<file path="src/rtl/lpc_tpm_pkg.sv">
// Shared encodings and types for the LPC TPM-cycle target.
// Assumes single-byte TPM cycles with a 16-bit address.
package lpc_tpm_pkg;
    localparam int ADDR_W    = 16;
    localparam int DATA_W    = 8;
    localparam int ADDR_NIBS = ADDR_W / 4;
    localparam int DATA_NIBS = DATA_W / 4;
    localparam int NIB_CW    = 2;

    localparam logic [3:0] NIB_TPM_START = 4'b0101;
    localparam logic [3:0] NIB_DIR_READ  = 4'b0000;
    localparam logic [3:0] NIB_DIR_WRITE = 4'b0010;
    localparam logic [3:0] NIB_SYNC_OK   = 4'b0000;
    localparam logic [3:0] NIB_SYNC_WAIT = 4'b0110;
    localparam logic [3:0] NIB_PARK      = 4'b1111;
    localparam logic [DATA_W-1:0] DATA_TIMEOUT = '1;

    typedef enum logic [3:0] {
        ST_IDLE,
        ST_CTYPE,
        ST_ADDR,
        ST_WDATA,
        ST_HTAR,
        ST_SYNC_WAIT,
        ST_SYNC_OK,
        ST_RDATA,
        ST_TTAR
    } lpc_state_e;
endpackage

</file>
<file path="src/rtl/lpc_tpm_fsm.sv">
// Cycle sequencer: walks header, turnaround, sync and tail phases.
// Assumes reg_reject is a decode valid in the first request clock;
// a low frame_n always overrides the current phase.
module lpc_tpm_fsm
    import lpc_tpm_pkg::*;
#(
    parameter int WAIT_MAX = 8
) (
    input  logic              clk,
    input  logic              rst_n,
    input  logic              frame_n,
    input  logic [3:0]        lad_in,
    input  logic              reg_ready,
    input  logic              reg_reject,
    output lpc_state_e        state,
    output logic [NIB_CW-1:0] nib_idx,
    output logic              is_write,
    output logic              req,
    output logic              take_rdata,
    output logic              take_timeout
);
    localparam int WCW = $clog2(WAIT_MAX + 1);
    localparam logic [WCW-1:0] WCNT_LAST = WCW'(WAIT_MAX - 1);
    localparam logic [NIB_CW-1:0] ADDR_LAST = NIB_CW'(ADDR_NIBS - 1);
    localparam logic [NIB_CW-1:0] DATA_LAST = NIB_CW'(DATA_NIBS - 1);

    lpc_state_e        state_q, state_d;
    logic [NIB_CW-1:0] nib_q, nib_d;
    logic              wr_q, wr_d;
    logic [WCW-1:0]    wcnt_q, wcnt_d;
    logic              first_req, last_wait;

    // Request window: second host turnaround clock plus every wait clock.
    always_comb begin
        first_req    = (state_q == ST_HTAR) && (nib_q == NIB_CW'(1));
        last_wait    = (state_q == ST_SYNC_WAIT) && (wcnt_q == WCNT_LAST);
        req          = frame_n && (first_req || state_q == ST_SYNC_WAIT);
        take_rdata   = req && !wr_q && reg_ready && !(first_req && reg_reject);
        take_timeout = req && !reg_ready && last_wait;
    end

    // Next-phase decision for each clock.
    always_comb begin
        state_d = state_q;
        nib_d   = nib_q;
        wr_d    = wr_q;
        wcnt_d  = wcnt_q;
        if (!frame_n) begin
            state_d = (lad_in == NIB_TPM_START) ? ST_CTYPE : ST_IDLE;
            nib_d   = '0;
        end else begin
            case (state_q)
                ST_CTYPE: begin
                    nib_d = '0;
                    if (lad_in == NIB_DIR_READ) begin
                        wr_d = 1'b0; state_d = ST_ADDR;
                    end else if (lad_in == NIB_DIR_WRITE) begin
                        wr_d = 1'b1; state_d = ST_ADDR;
                    end else begin
                        state_d = ST_IDLE;
                    end
                end
                ST_ADDR: begin
                    if (nib_q == ADDR_LAST) begin
                        nib_d   = '0;
                        state_d = wr_q ? ST_WDATA : ST_HTAR;
                    end else begin
                        nib_d = nib_q + NIB_CW'(1);
                    end
                end
                ST_WDATA: begin
                    if (nib_q == DATA_LAST) begin
                        nib_d = '0; state_d = ST_HTAR;
                    end else begin
                        nib_d = nib_q + NIB_CW'(1);
                    end
                end
                ST_HTAR: begin
                    if (nib_q == '0) begin
                        nib_d = NIB_CW'(1);
                    end else begin
                        nib_d  = '0;
                        wcnt_d = '0;
                        if (reg_reject)     state_d = ST_IDLE;
                        else if (reg_ready) state_d = ST_SYNC_OK;
                        else                state_d = ST_SYNC_WAIT;
                    end
                end
                ST_SYNC_WAIT: begin
                    if (reg_ready || last_wait) state_d = ST_SYNC_OK;
                    else                        wcnt_d  = wcnt_q + WCW'(1);
                end
                ST_SYNC_OK: begin
                    nib_d   = '0;
                    state_d = wr_q ? ST_TTAR : ST_RDATA;
                end
                ST_RDATA: begin
                    if (nib_q == DATA_LAST) begin
                        nib_d = '0; state_d = ST_TTAR;
                    end else begin
                        nib_d = nib_q + NIB_CW'(1);
                    end
                end
                ST_TTAR: begin
                    if (nib_q == '0) nib_d = NIB_CW'(1);
                    else begin nib_d = '0; state_d = ST_IDLE; end
                end
                default: state_d = ST_IDLE;
            endcase
        end
    end

    // Phase registers with synchronous reset.
    always_ff @(posedge clk) begin
        if (!rst_n) begin
            state_q <= ST_IDLE;
            nib_q   <= '0;
            wr_q    <= 1'b0;
            wcnt_q  <= '0;
        end else begin
            state_q <= state_d;
            nib_q   <= nib_d;
            wr_q    <= wr_d;
            wcnt_q  <= wcnt_d;
        end
    end

    assign state    = state_q;
    assign nib_idx  = nib_q;
    assign is_write = wr_q;

    a_r1_foreign_dir: assert property (@(posedge clk) disable iff (!rst_n)
        (state_q == ST_CTYPE && frame_n && lad_in != NIB_DIR_READ && lad_in != NIB_DIR_WRITE)
        |=> state_q == ST_IDLE);
    a_r8_frame_drop: assert property (@(posedge clk) disable iff (!rst_n)
        (!frame_n && lad_in != NIB_TPM_START) |=> state_q == ST_IDLE);
    a_r8_frame_start: assert property (@(posedge clk) disable iff (!rst_n)
        (!frame_n && lad_in == NIB_TPM_START) |=> state_q == ST_CTYPE);
    a_r5_wait_bound: assert property (@(posedge clk) disable iff (!rst_n)
        (state_q == ST_SYNC_WAIT) |-> (wcnt_q < WCW'(WAIT_MAX)));
endmodule

</file>
<file path="src/rtl/lpc_tpm_capture.sv">
// Holds the cycle address, the write byte and the byte to return.
// Assumes the sequencer phase and nibble index arrive from lpc_tpm_fsm.
module lpc_tpm_capture
    import lpc_tpm_pkg::*;
(
    input  logic              clk,
    input  logic              rst_n,
    input  logic              frame_n,
    input  logic [3:0]        lad_in,
    input  lpc_state_e        state,
    input  logic [NIB_CW-1:0] nib_idx,
    input  logic              take_rdata,
    input  logic              take_timeout,
    input  logic [DATA_W-1:0] reg_rdata,
    output logic [ADDR_W-1:0] addr,
    output logic [DATA_W-1:0] wdata,
    output logic [DATA_W-1:0] rdata
);
    // Address shifts in most-significant nibble first.
    always_ff @(posedge clk) begin
        if (!rst_n)                                addr <= '0;
        else if (frame_n && state == ST_ADDR)      addr <= {addr[ADDR_W-5:0], lad_in};
    end

    // One slot per write-data nibble, low nibble first on the bus.
    for (genvar g = 0; g < DATA_NIBS; g++) begin : g_wnib
        always_ff @(posedge clk) begin
            if (!rst_n)
                wdata[g*4 +: 4] <= '0;
            else if (frame_n && state == ST_WDATA && nib_idx == NIB_CW'(g))
                wdata[g*4 +: 4] <= lad_in;
        end
    end

    // Return byte: register answer, or all ones on wait timeout.
    always_ff @(posedge clk) begin
        if (!rst_n)            rdata <= '0;
        else if (take_rdata)   rdata <= reg_rdata;
        else if (take_timeout) rdata <= DATA_TIMEOUT;
    end
endmodule

</file>
<file path="src/rtl/lpc_tpm_lad_drive.sv">
// Decodes the current phase into the LAD drive value and enable.
// Assumes a registered phase so nothing on LAD depends on register inputs.
module lpc_tpm_lad_drive
    import lpc_tpm_pkg::*;
(
    input  lpc_state_e        state,
    input  logic [NIB_CW-1:0] nib_idx,
    input  logic [DATA_W-1:0] rdata,
    output logic [3:0]        lad_out,
    output logic              lad_oe
);
    // Drive only in the sync, read-data and first target turnaround clocks.
    always_comb begin
        lad_out = '0;
        lad_oe  = 1'b0;
        case (state)
            ST_SYNC_WAIT: begin lad_oe = 1'b1; lad_out = NIB_SYNC_WAIT; end
            ST_SYNC_OK:   begin lad_oe = 1'b1; lad_out = NIB_SYNC_OK;   end
            ST_RDATA:     begin lad_oe = 1'b1; lad_out = rdata[nib_idx*4 +: 4]; end
            ST_TTAR: begin
                lad_oe  = (nib_idx == '0);
                lad_out = NIB_PARK;
            end
            default: ;
        endcase
    end
endmodule

</file>
<file path="src/rtl/lpc_tpm_target.sv">
// Top of the LPC TPM-cycle target: sequencer, capture and LAD drive.
// Assumes the register side answers reg_ready/reg_reject during a request
// and commits a write only on reg_wr && reg_ready.
module lpc_tpm_target
    import lpc_tpm_pkg::*;
#(
    parameter int WAIT_MAX = 8
) (
    input  logic        clk,
    input  logic        rst_n,
    input  logic        frame_n,
    input  logic [3:0]  lad_in,
    output logic [3:0]  lad_out,
    output logic        lad_oe,
    output logic [15:0] reg_addr,
    output logic [7:0]  reg_wdata,
    output logic        reg_rd,
    output logic        reg_wr,
    input  logic [7:0]  reg_rdata,
    input  logic        reg_ready,
    input  logic        reg_reject
);
    lpc_state_e        state;
    logic [NIB_CW-1:0] nib_idx;
    logic              is_write, req, take_rdata, take_timeout;
    logic [DATA_W-1:0] rdata;

    lpc_tpm_fsm #(.WAIT_MAX(WAIT_MAX)) u_fsm (
        .clk(clk), .rst_n(rst_n), .frame_n(frame_n), .lad_in(lad_in),
        .reg_ready(reg_ready), .reg_reject(reg_reject),
        .state(state), .nib_idx(nib_idx), .is_write(is_write), .req(req),
        .take_rdata(take_rdata), .take_timeout(take_timeout)
    );

    lpc_tpm_capture u_cap (
        .clk(clk), .rst_n(rst_n), .frame_n(frame_n), .lad_in(lad_in),
        .state(state), .nib_idx(nib_idx),
        .take_rdata(take_rdata), .take_timeout(take_timeout),
        .reg_rdata(reg_rdata),
        .addr(reg_addr), .wdata(reg_wdata), .rdata(rdata)
    );

    lpc_tpm_lad_drive u_drv (
        .state(state), .nib_idx(nib_idx), .rdata(rdata),
        .lad_out(lad_out), .lad_oe(lad_oe)
    );

    // Split the request by direction.
    always_comb begin
        reg_rd = req && !is_write;
        reg_wr = req && is_write;
    end

    a_r2_one_dir: assert property (@(posedge clk) disable iff (!rst_n)
        $onehot0({reg_rd, reg_wr}));
    a_r7_pending_code: assert property (@(posedge clk) disable iff (!rst_n)
        ((reg_rd || reg_wr) && lad_oe) |-> lad_out == NIB_SYNC_WAIT);
    a_r6_silent_abort: assert property (@(posedge clk) disable iff (!rst_n)
        ((reg_rd || reg_wr) && !lad_oe && reg_reject)
        |=> (!lad_oe && !reg_rd && !reg_wr));
    a_r9_reset_idle: assert property (@(posedge clk)
        !rst_n |=> (!lad_oe && !reg_rd && !reg_wr));
endmodule

</file>
<file path="config.mk">
export PLATFORM = sky130hd
export DESIGN_NAME = lpc_tpm_target
export DESIGN_NICKNAME = d
export VERILOG_FILES = /design/src/rtl/lpc_tpm_pkg.sv /design/src/rtl/lpc_tpm_fsm.sv /design/src/rtl/lpc_tpm_capture.sv /design/src/rtl/lpc_tpm_lad_drive.sv /design/src/rtl/lpc_tpm_target.sv
export SDC_FILE = /design/constraint.sdc
export NUM_CORES = 1
export LEC_CHECK = 0
export BUFFER_PORTS_ARGS = -buffer_cell sky130_fd_sc_hd__buf_2
export CAP_MARGIN = 20
export CELL_PAD_IN_SITES_DETAIL_PLACEMENT = 1
export CELL_PAD_IN_SITES_GLOBAL_PLACEMENT = 1
export CORE_MARGIN = 1.5
export CORE_UTILIZATION = 39
export DETAILED_ROUTE_END_ITERATION = 6
export PLACE_DENSITY = 0.74
export SLEW_MARGIN = 20
export SYNTH_ARGS = -nofsm -noshare
export SYNTH_HDL_FRONTEND = slang
export SYNTH_SLANG_ARGS = --single-unit
</file>
<file path="constraint.sdc">
create_clock -name clk -period 2.4 [get_ports clk]
set_input_delay 0.24 -clock clk [delete_from_list [all_inputs] [get_ports clk]]
set_output_delay 0.24 -clock clk [all_outputs]
set_load 0.005 [all_outputs]
</file>
==> results of run 1 <==
-- logic make-up (layout without fill, tap and decap cells) --
| group | after synthesis | in the layout | synth area share |
|---|---|---|---|
| AOI/OAI and AO/OA | 59 | 59 | 0.195 |
| xor gates and xnor gates | 2 | 2 | 0.00825 |
| adders and majority gates | 5 | 5 | 0.0295 |
| buffers and inverters | 23 | 70 | 0.0489 |
| DFF | 43 | 43 | 0.405 |
| muxes | 15 | 15 | 0.0707 |
| and+or+nand+nor | 102 | 102 | 0.242 |
-- cells in the mapped netlist (2+ instances only) --
cell type  count
nand3_1       12
nor3_1         2
nor2_1        17
o21ai_0        8
nand3b_1       2
and2_1         2
nand4_1        3
or4_1          2
or3_1          2
buf_2          2
or3b_1         2
dfxtp_1       43
inv_1          6
nand2b_1       3
nand2_1       39
clkbuf_1      12
a21oi_1       24
and3b_1        3
o221a_1       11
o22ai_1        2
ha_1           5
mux2i_1       15
buf_6          2
nor2b_1        6
o211ai_1       2
-- routing by layer --
layer  GRT usage  wire [um]  vias to the layer above
li1            -          -                      985
met1       0.277       2820                      953
met5           0          0                        -
met2       0.343       2740                       29
met4      0.0704         76                        0
met3      0.0381        150                        8
-- layout make-up --
cell class | count | area, um2 | area share
multi-input cells | 183 | 1160 | 0.461
flip-flops and latches | 43 | 861 | 0.342
clock buffers | 6 | 72.6 | 0.0289
clock inverters | 2 | 12.5 | 0.00498
repair buffers | 55 | 295 | 0.117
well taps | 70 | 87.6 | 0.0348
inverters | 7 | 26.3 | 0.0105
-- path summary, 6_finish.rpt --
kind	start	to	slack (ns)	cells after the start
max	u_fsm.state[2]	lad_out[2]	0.34	5
min reg2reg	u_cap.addr[13]	u_cap.addr[13]	0.46	2
max reg2reg	u_fsm.nib_idx[1]	u_cap.rdata[7]	0.51	6
min	reg_rdata[1]	u_cap.rdata[1]	0.21	2
-- state kept, by name, summed over array words and instances (netlist names) --
register        cells
u_fsm.state         4
u_cap.rdata         8
u_cap.addr         16
u_fsm.nib_idx       2
u_cap.wdata         8
u_fsm.is_write      1
u_fsm.wcnt_q        4
-- power breakdown --
| group | switching, mW | internal (mW) | total [mW] |
|---|---|---|---|
| Combinational | 0.0313 | 0.0160 | 0.0473 |
| Clock | 0.256 | 0.204 | 0.459 |
| Sequential | 0.000574 | 0.713 | 0.713 |
-- worst max-delay path, cell delays in order (launching register included) --
cell,delay [ns]
dfxtp_1,0.47
buf_4,0.23
nor2b_1,0.28
nand4_1,0.20
o21ai_0,0.22
buf_2,0.14
-- stage by stage --
| step | std cells | instance area, um2 | setup slack, ns |
|---|---|---|---|
| CTS | 366 | 2510 | 0.331 |
| detailed placement | 358 | 2430 | 0.512 |
| finish | 366 | 2510 | 0.343 |
| global placement | 358 | 2430 | 0.524 |
| global route | 366 | 2510 | 0.160 |
| floorplan | 249 | 2120 | 0.432 |
==> run summary, run 1 <==
Synth Flop Type -> dfxtp_1
Setup Buffers After CTS -> 0
Synth top area share -> 0.405
CP startpoint kind -> register
HP Class -> in -> reg
Post-DP HPWL -> 4280 um
Hold Fails Final Rpt -> 0
Worst Path Class, Setup -> reg -> out
Mapped Cells -> 249
Seq/Total Area, Yosys -> 0.405
Period utilization -> 0.857
CP arrival -> 1.82 ns
CTS root buffer -> clkbuf_8
Fill count -> 656
Die height -> 76.8 um
Wire length per cell -> 15.8 um
Leakage -> 1.04 nW
Status -> completed
Antenna violations before repair -> 0
Num rows -> 26
CTS tree -> built
Max VDD drop -> 236 uV
Placeable Area -> 0.00517 mm2
Antenna-violating nets left -> 0
Number of CTS-inserted buffers -> 5
Max clock buf depth -> 2
Diode count -> 0
Top post-synthesis cells by area -> dfxtp_1 41%, mux2i_1 7.1%, nand2_1 6.9%, o221a_1 5.8%, a21oi_1 5.7%
Die Area -> 0.00590 mm2
Post-Route WL -> 5790 um
Synthesized area per cell -> 8.53 um2
Ys Warns -> 0
Synthesized net count -> 271
Post-synth ARST share -> 0
Vias/cell -> 5.40
Clk sinks -> 43
Worst-Margin Slew -> 0.417 ns
Max-cap violations -> 0
Commonest cells after routing, fill and taps aside -> 47 x buf_2, 43 x dfxtp_1, 39 x nand2_1, 24 x a21oi_1, 17 x nor2_1
Number of enable flip-flop cells after synthesis -> 0
Num ports -> 48
Commonest non-fill, non-tap cell in the layout -> buf_2
Min Tclk post-route -> 2.06 ns
Initial Utilization -> 0.410
Hold WS -> 0.215 ns
Die width -> 76.8 um
Total power -> 1.22 mW
Max Freq -> 486 MHz
Setup-failing EPs final -> 0
RSZ-0062 raised after global routing -> no
Fin util -> 0.486
Layout Nets -> 317
Worst EP required -> 2.16 ns
Skew-Pair Late Insertion Delay -> 0.29 ns
Area leader, netlist -> dfxtp_1
Tot GR Track Use -> 0.210
H-tree levels -> 2
Share of layout cells above drive strength 1 -> 0.216
Slew margin rel. -> 0.721
Reg clk slew, reported paths -> 0.08 ns
DRT Pass-1 Iters -> 4
Starting DRC count in detailed routing -> 109
Post-CTS sizing -> 0
Vias -> 1975
Largest net degree at the start of global routing -> 24
Synth Cell Area -> 0.00212 mm2
Synth cell types -> 47
DRC -> 0
Overflow after GRT -> 0
Total Negative Setup Slacks -> 0 ns
Pins over their slew limit -> 0
Register bit total from synthesis -> 43
First-pass GRT wire length -> 9840 um
Cell Pwr Density -> 485 mW/mm2
Vias in the first global route -> 1982
CTS Hold Buffers Added -> 0
IO buf count -> 47
P&R area growth vs syn -> 18.4%
Routability cong. -> 0.846
Clk_skew -> 0.00296 ns
Crit Path Max Fanout -> 10
Setup crit end kind -> output port
Note: power is estimated with default switching activity, not from simulation.
==> run 2, diff against run 1 <==
--- a/config.mk
+++ b/config.mk
@@ -10,9 +10,9 @@
 export CELL_PAD_IN_SITES_DETAIL_PLACEMENT = 1
 export CELL_PAD_IN_SITES_GLOBAL_PLACEMENT = 1
 export CORE_MARGIN = 1.5
-export CORE_UTILIZATION = 39
+export CORE_UTILIZATION = 35
 export DETAILED_ROUTE_END_ITERATION = 6
-export PLACE_DENSITY = 0.74
+export PLACE_DENSITY = 0.67
 export SLEW_MARGIN = 20
 export SYNTH_ARGS = -nofsm -noshare
 export SYNTH_HDL_FRONTEND = slang
==> constraint.sdc (replaced) <==
create_clock -name clk -period 2.4 [get_ports clk]
set_input_delay 0.36 -clock clk [delete_from_list [all_inputs] [get_ports clk]]
set_output_delay 0.36 -clock clk [all_outputs]
set_load 0.005 [all_outputs]
==> run 2 against run 1 <==
  * Cell area decreased by 0.35%
  * Sequential share of layout area is 0.12 points higher
  * First-iteration DRC count shrank 45%
  * Global-route usage is 2.9 points lower
  * Worst setup slack worse by 0.072 ns
  * Via count is 2.6% lower
  * Sequential power barely moved
  * Count of clock-buffer cells in the layout unchanged
  * Register-to-register slack worse by 0.08 ns
  * Clock skew grew 0.0042 ns
  * Highest routed layer unchanged
==> run summary, run 2 (synthesis gave the netlist of run 1 again) <==
Share of layout cells above drive strength 1 -> 0.211 (was 0.216)
Max Freq -> 470 MHz (was 486 MHz)
CTS Hold Buffers Added -> 0 (unchanged)
Die width -> 80.9 um (was 76.8 um)
Leakage -> 1.03 nW (was 1.04 nW)
Num rows -> 28 (was 26)
Layout Nets -> 315 (was 317)
Die Area -> 0.00654 mm2 (was 0.00590 mm2)
HP Class -> in -> reg (unchanged)
Clk_skew -> 0.00716 ns (was 0.00296 ns)
Reg clk slew, reported paths -> 0.09 ns (was 0.08 ns)
Biggest regs -> u_cap.addr x16, u_cap.rdata x8, u_cap.wdata x8 (unchanged)
Die height -> 80.9 um (was 76.8 um)
CTS tree -> built (unchanged)
Fill count -> 740 (was 656)
Crit Path Max Fanout -> 10 (unchanged)
R2r startpoint -> u_fsm.state[1] (was u_fsm.nib_idx[1])
Clk sinks -> 43 (unchanged)
Period utilization -> 0.887 (was 0.857)
Cell Pwr Density -> 487 mW/mm2 (was 485 mW/mm2)
Overflow after GRT -> 0 (unchanged)
DRT Pass-1 Iters -> 4 (unchanged)
Storage cell area -> 861 um2 (unchanged)
Max-cap violations -> 0 (unchanged)
Multi-input gate area -> 0.00116 mm2 (unchanged)
Initial Utilization -> 0.361 (was 0.410)
Reg2reg end -> u_fsm.wcnt_q[2] (was u_cap.rdata[7])
Reg2Reg Setup Slack -> 0.43 ns (was 0.51 ns)
Path depth of the worst reg2reg path -> 4 (was 6)
Vias in the first global route -> 1837 (was 1982)
Skew-Pair Late Insertion Delay -> 0.30 ns (was 0.29 ns)
Worst-Margin Slew -> 0.643 ns (was 0.417 ns)
Final WS setup -> 0.271 ns (was 0.343 ns)
Commonest cells after routing, fill and taps aside -> 47 x buf_2, 43 x dfxtp_1, 39 x nand2_1, 24 x a21oi_1, 17 x nor2_1 (unchanged)
Max VDD drop -> 219 uV (was 236 uV)
Setup Buffers After CTS -> 0 (unchanged)
First-pass GRT wire length -> 9170 um (was 9840 um)
Max clock buf depth -> 2 (unchanged)
Critical Path Start -> u_fsm.state[0] (was u_fsm.state[2])
Status -> completed (unchanged)
Starting DRC count in detailed routing -> 60 (was 109)
Wire length per cell -> 15.5 um (was 15.8 um)
Min Tclk post-route -> 2.13 ns (was 2.06 ns)
Vias/cell -> 5.21 (was 5.40)
Largest net degree at the start of global routing -> 26 (was 24)
Antenna-violating nets left -> 0 (unchanged)
DRC -> 0 (unchanged)
CTS root buffer -> clkbuf_8 (unchanged)
Worst EP required -> 2.04 ns (was 2.16 ns)
Commonest non-fill, non-tap cell in the layout -> buf_2 (unchanged)
IO buf count -> 47 (unchanged)
Num ports -> 48 (unchanged)
CP startpoint kind -> register (unchanged)
Tot GR Track Use -> 0.181 (was 0.210)
Number of CTS-inserted buffers -> 5 (unchanged)
Post-CTS sizing -> 0 (unchanged)
Post-Route WL -> 5710 um (was 5790 um)
Worst Path Class, Setup -> reg -> out (unchanged)
P&R area growth vs syn -> 18.0% (was 18.4%)
Largest register FFs -> 16 (unchanged)
Routability cong. -> 0.823 (was 0.846)
Setup crit end kind -> output port (unchanged)
Pre-CTS setup slack -> 0.470 ns (was 0.512 ns)
Slew margin rel. -> 0.571 (was 0.721)
Pins over their slew limit -> 0 (unchanged)
Hold Fails Final Rpt -> 0 (unchanged)
CP endpoint -> lad_out[1] (was lad_out[2])
Total Negative Setup Slacks -> 0 ns (unchanged)
Top reg by flops -> u_cap.addr (unchanged)
H-tree levels -> 2 (unchanged)
CP arrival -> 1.77 ns (was 1.82 ns)
Min-delay src -> reg_rdata[1] (unchanged)
Total power -> 1.22 mW (about the same)
Setup-failing EPs final -> 0 (unchanged)
RSZ-0062 raised after global routing -> no (unchanged)
Post-DP HPWL -> 4170 um (was 4280 um)
Placeable Area -> 0.00589 mm2 (was 0.00517 mm2)
Vias -> 1923 (was 1975)
Antenna violations before repair -> 0 (unchanged)
Diode count -> 0 (unchanged)
run 2: layer usage:
metal  vias to the layer above  track usage  part of all wire
li1                        976            -                 -
met1                       915        0.243              0.49
met2                        26        0.294              0.47
met4                         0       0.0500             0.012
met3                         6       0.0337             0.028
met5                         -            0                 0
run 2: worst min-delay path by stage:
stage	endpoint	cells past startpoint
after floorplan	u_cap.addr[12]	2
after global placement	u_cap.addr[12]	2
after detailed placement	u_cap.addr[14]	2
after CTS	u_cap.rdata[3]	2
after global routing	u_cap.rdata[3]	2
final	u_cap.rdata[1]	2
run 2: layout make-up:
| cell class | count | share of cell area |
|---|---|---|
| multi-input combinational | 183 | 0.463 |
| inverter | 7 | 0.0105 |
| sequential | 43 | 0.344 |
| clock buffer | 6 | 0.0290 |
| tap | 75 | 0.0375 |
| timing repair buffer | 53 | 0.112 |
| clock inverter | 2 | 0.00500 |
run 2: power breakdown:
part	switching, mW	internal (mW)
clock	0.257	0.204
combinational	0.0305	0.0160
sequential	0.000538	0.713
total	0.288	0.933
run 2: critical path, cell delays in order (launching register included):
cell     delay [ns]
dfxtp_1        0.51
nor2b_1        0.34
a22oi_1        0.10
or2_2          0.30
o21ai_0        0.08
buf_2          0.14
run 2: per-stage QoR:
stage	cells	util	hold slack [ns]	instance area (um2)
2_1_floorplan	249	-	0.453	2120
3_3_place_gp	361	0.411	0.439	2420
3_5_place_dp	361	0.411	0.452	2420
4_1_cts	369	0.426	0.331	2500
5_1_grt	369	0.426	0.329	2500
6_report	369	0.426	0.336	2500
==> run 3, diff against run 2 <==
--- a/config.mk
+++ b/config.mk
@@ -5,14 +5,16 @@
 export SDC_FILE = /design/constraint.sdc
 export NUM_CORES = 1
 export LEC_CHECK = 0
+export ABC_AREA = 1
 export BUFFER_PORTS_ARGS = -buffer_cell sky130_fd_sc_hd__buf_2
 export CAP_MARGIN = 20
 export CELL_PAD_IN_SITES_DETAIL_PLACEMENT = 1
 export CELL_PAD_IN_SITES_GLOBAL_PLACEMENT = 1
 export CORE_MARGIN = 1.5
 export CORE_UTILIZATION = 35
+export CTS_CLUSTER_DIAMETER = 40
 export DETAILED_ROUTE_END_ITERATION = 6
-export PLACE_DENSITY = 0.67
+export PLACE_DENSITY = 0.7
 export SLEW_MARGIN = 20
 export SYNTH_ARGS = -nofsm -noshare
 export SYNTH_HDL_FRONTEND = slang
==> run 3 against run 2 <==
  * Utilization grew 0.55 points
  * Via count is 15% higher
  * Clock power is 1% higher
  * Hold slack better by 0.024 ns
  * Area after synthesis increased by 5.4%
  * Critical endpoint is now lad_out[3]
  * Clock skew shrank 0.0023 ns
  * Routed wire length rose by 6.7%
==> run summary, run 3 <==
Clk sinks -> 43 (unchanged)
R2r startpoint -> u_fsm.nib_idx[0] (was u_fsm.state[1])
CP startpoint kind -> register (unchanged)
Leakage -> 1.23 nW (was 1.03 nW)
Critical Path Start -> u_fsm.state[0] (unchanged)
RSZ-0062 raised after global routing -> no (unchanged)
Share of layout cells above drive strength 1 -> 0.204 (was 0.211)
Count leader, synth -> nand2_1 (was dfxtp_1)
Final Cell Area -> 0.00261 mm2 (was 0.00250 mm2)
Synthesized net count -> 348 (was 271)
Top reg by flops -> u_cap.addr (unchanged)
Num ports -> 48 (unchanged)
Largest register FFs -> 16 (unchanged)
Synth Cell Area -> 0.00224 mm2 (was 0.00212 mm2)
CTS tree -> built (unchanged)
Post-synth ARST share -> 0 (unchanged)
Hold Fails Final Rpt -> 0 (unchanged)
CTS Hold Buffers Added -> 0 (unchanged)
Synth Flop Type -> dfxtp_1 (unchanged)
Mapped Cells -> 326 (was 249)
Worst Path Class, Setup -> reg -> out (unchanged)
Post-Place Cells -> 439 (was 361)
Initial Utilization -> 0.369 (was 0.361)
Antenna violations before repair -> 0 (unchanged)
Skew-Pair Late Insertion Delay -> 0.30 ns (about the same)
Die width -> 83.0 um (was 80.9 um)
Die Area -> 0.00688 mm2 (was 0.00654 mm2)
HP Class -> in -> reg (unchanged)
Overflow after GRT -> 0 (unchanged)
Synthesized area per cell -> 6.86 um2 (was 8.53 um2)
Fin util -> 0.431 (was 0.426)
Vias in the first global route -> 2208 (was 1837)
Min Tclk post-route -> 2.17 ns (was 2.13 ns)
Ys Warns -> 0 (unchanged)
Post-Route WL -> 6090 um (was 5710 um)
Area leader, netlist -> dfxtp_1 (unchanged)
Vias -> 2209 (was 1923)
Min-delay src -> lad_in[2] (was reg_rdata[1])
Diode count -> 0 (unchanged)
Synth top area share -> 0.385 (was 0.405)
Die height -> 83.0 um (was 80.9 um)
Top post-synthesis cells by area -> dfxtp_1 38%, nand2_1 11%, nand3_1 9.8%, nor2_1 8.9%, a21oi_1 5.8% (was dfxtp_1 41%, mux2i_1 7.1%, nand2_1 6.9%, o221a_1 5.8%, a21oi_1 5.7%)
Max VDD drop -> 246 uV (was 219 uV)
Status -> completed (unchanged)
Cell Pwr Density -> 482 mW/mm2 (was 487 mW/mm2)
Setup Buffers After CTS -> 0 (unchanged)
Register bit total from synthesis -> 43 (unchanged)
DRT Pass-1 Iters -> 4 (unchanged)
Placeable Area -> 0.00606 mm2 (was 0.00589 mm2)
Slew margin rel. -> 0.584 (was 0.571)
Number of CTS-inserted buffers -> 5 (unchanged)
Clk_skew -> 0.00489 ns (was 0.00716 ns)
Num rows -> 28 (unchanged)
Synth cell types -> 31 (was 47)
Commonest non-fill, non-tap cell in the layout -> nand2_1 (was buf_2)
Commonest cells in the netlist -> 63 x nand2_1, 53 x nor2_1, 44 x nand3_1 (was 43 x dfxtp_1, 39 x nand2_1, 24 x a21oi_1)
Setup-failing EPs final -> 0 (unchanged)
Commonest cells after routing, fill and taps aside -> 63 x nand2_1, 53 x nor2_1, 47 x buf_2, 44 x nand3_1, 43 x dfxtp_1 (was 47 x buf_2, 43 x dfxtp_1, 39 x nand2_1, 24 x a21oi_1, 17 x nor2_1)
Crit Path Max Fanout -> 8 (was 10)
Placed Area -> 0.00253 mm2 (was 0.00242 mm2)
Reg clk slew, reported paths -> 0.08 ns (was 0.09 ns)
Max clock buf depth -> 2 (unchanged)
Number of enable flip-flop cells after synthesis -> 0 (unchanged)
Setup crit end kind -> output port (unchanged)
Post-CTS sizing -> 0 (unchanged)
P&R area growth vs syn -> 16.8% (was 18.0%)
Tot GR Track Use -> 0.186 (was 0.181)
H-tree levels -> 2 (unchanged)
Max-cap violations -> 0 (unchanged)
Pins over their slew limit -> 0 (unchanged)
Post-DP HPWL -> 4650 um (was 4170 um)
Worst EP required -> 2.04 ns (about the same)
Max Freq -> 460 MHz (was 470 MHz)
CP arrival -> 1.81 ns (was 1.77 ns)
Biggest regs -> u_cap.addr x16, u_cap.rdata x8, u_cap.wdata x8 (unchanged)
Seq/Total Area, Yosys -> 0.385 (was 0.405)
Wire length per cell -> 13.6 um (was 15.5 um)
Total Negative Setup Slacks -> 0 ns (unchanged)
Antenna-violating nets left -> 0 (unchanged)
First-pass GRT wire length -> 10600 um (was 9170 um)
Period utilization -> 0.906 (was 0.887)
Fill count -> 813 (was 740)
Routability cong. -> 0.893 (was 0.823)
Largest net degree at the start of global routing -> 23 (was 26)
Starting DRC count in detailed routing -> 74 (was 60)
Vias/cell -> 4.94 (was 5.21)
CTS root buffer -> clkbuf_8 (unchanged)
DRC -> 0 (unchanged)
Final cell count without fillers -> 447 (was 369)
Layout Nets -> 393 (was 315)
IO buf count -> 47 (unchanged)
Worst-Margin Slew -> 0.624 ns (was 0.643 ns)
## run 3: kinds of logic after synthesis
family / after synthesis / synth area share
and+or+nand+nor: 181 / 0.370
AOI/OAI and AO/OA: 49 / 0.121
buffers and inverters: 44 / 0.0794
DFF: 43 / 0.385
adders and majority gates: 5 / 0.0280
xor gates and xnor gates: 2 / 0.00783
muxes: 2 / 0.00895
## run 3: per-stage QoR
step / hold WS (ns) / worst slack, ns / total power [mW]
6_report: 0.359 / 0.226 / 1.26
3_3_place_gp: 0.448 / 0.598 / 0.811
2_1_floorplan: 0.440 / 0.869 / 0.778
5_1_grt: 0.363 / 0.0188 / 1.31
4_1_cts: 0.353 / 0.218 / 1.28
3_5_place_dp: 0.452 / 0.569 / 0.811
## run 3: final cells by class
cell class | instances | area [um2] | share of cell area
Inverter | 33 | 124 | 0.0474
Sequential cell | 43 | 861 | 0.330
Multi-Input combinational cell | 239 | 1200 | 0.459
Timing Repair Buffer | 49 | 250 | 0.0958
Tap cell | 75 | 93.8 | 0.0359
Clock buffer | 6 | 72.6 | 0.0278
Clock inverter | 2 | 12.5 | 0.00479
## run 3: worst paths after layout
path	end	slack, ns	depth (start not counted)
max	lad_out[3]	0.23	7
min reg2reg	u_cap.addr[12]	0.47	2
max reg2reg	u_fsm.wcnt_q[1]	0.64	7
min	u_cap.wdata[2]	0.36	3
## run 3: power breakdown
part | total [mW] | switching (mW) | internal [mW]
clock | 0.466 | 0.262 | 0.204
combinational | 0.0761 | 0.0525 | 0.0235
sequential | 0.717 | 0.00283 | 0.714
## run 3: routing by layer
metal,GRT usage,part of all wire
met4,0.0545,0.013
met1,0.244,0.50
met2,0.316,0.46
met3,0.0298,0.028
met5,0,0
## run 3: critical path, stage by stage (launching register included)
cell,delay (ns)
dfxtp_1,0.56
nand2_1,0.11
nor2_2,0.19
nand2_1,0.10
nor2_1,0.12
inv_1,0.09
o21ai_0,0.19
buf_2,0.15
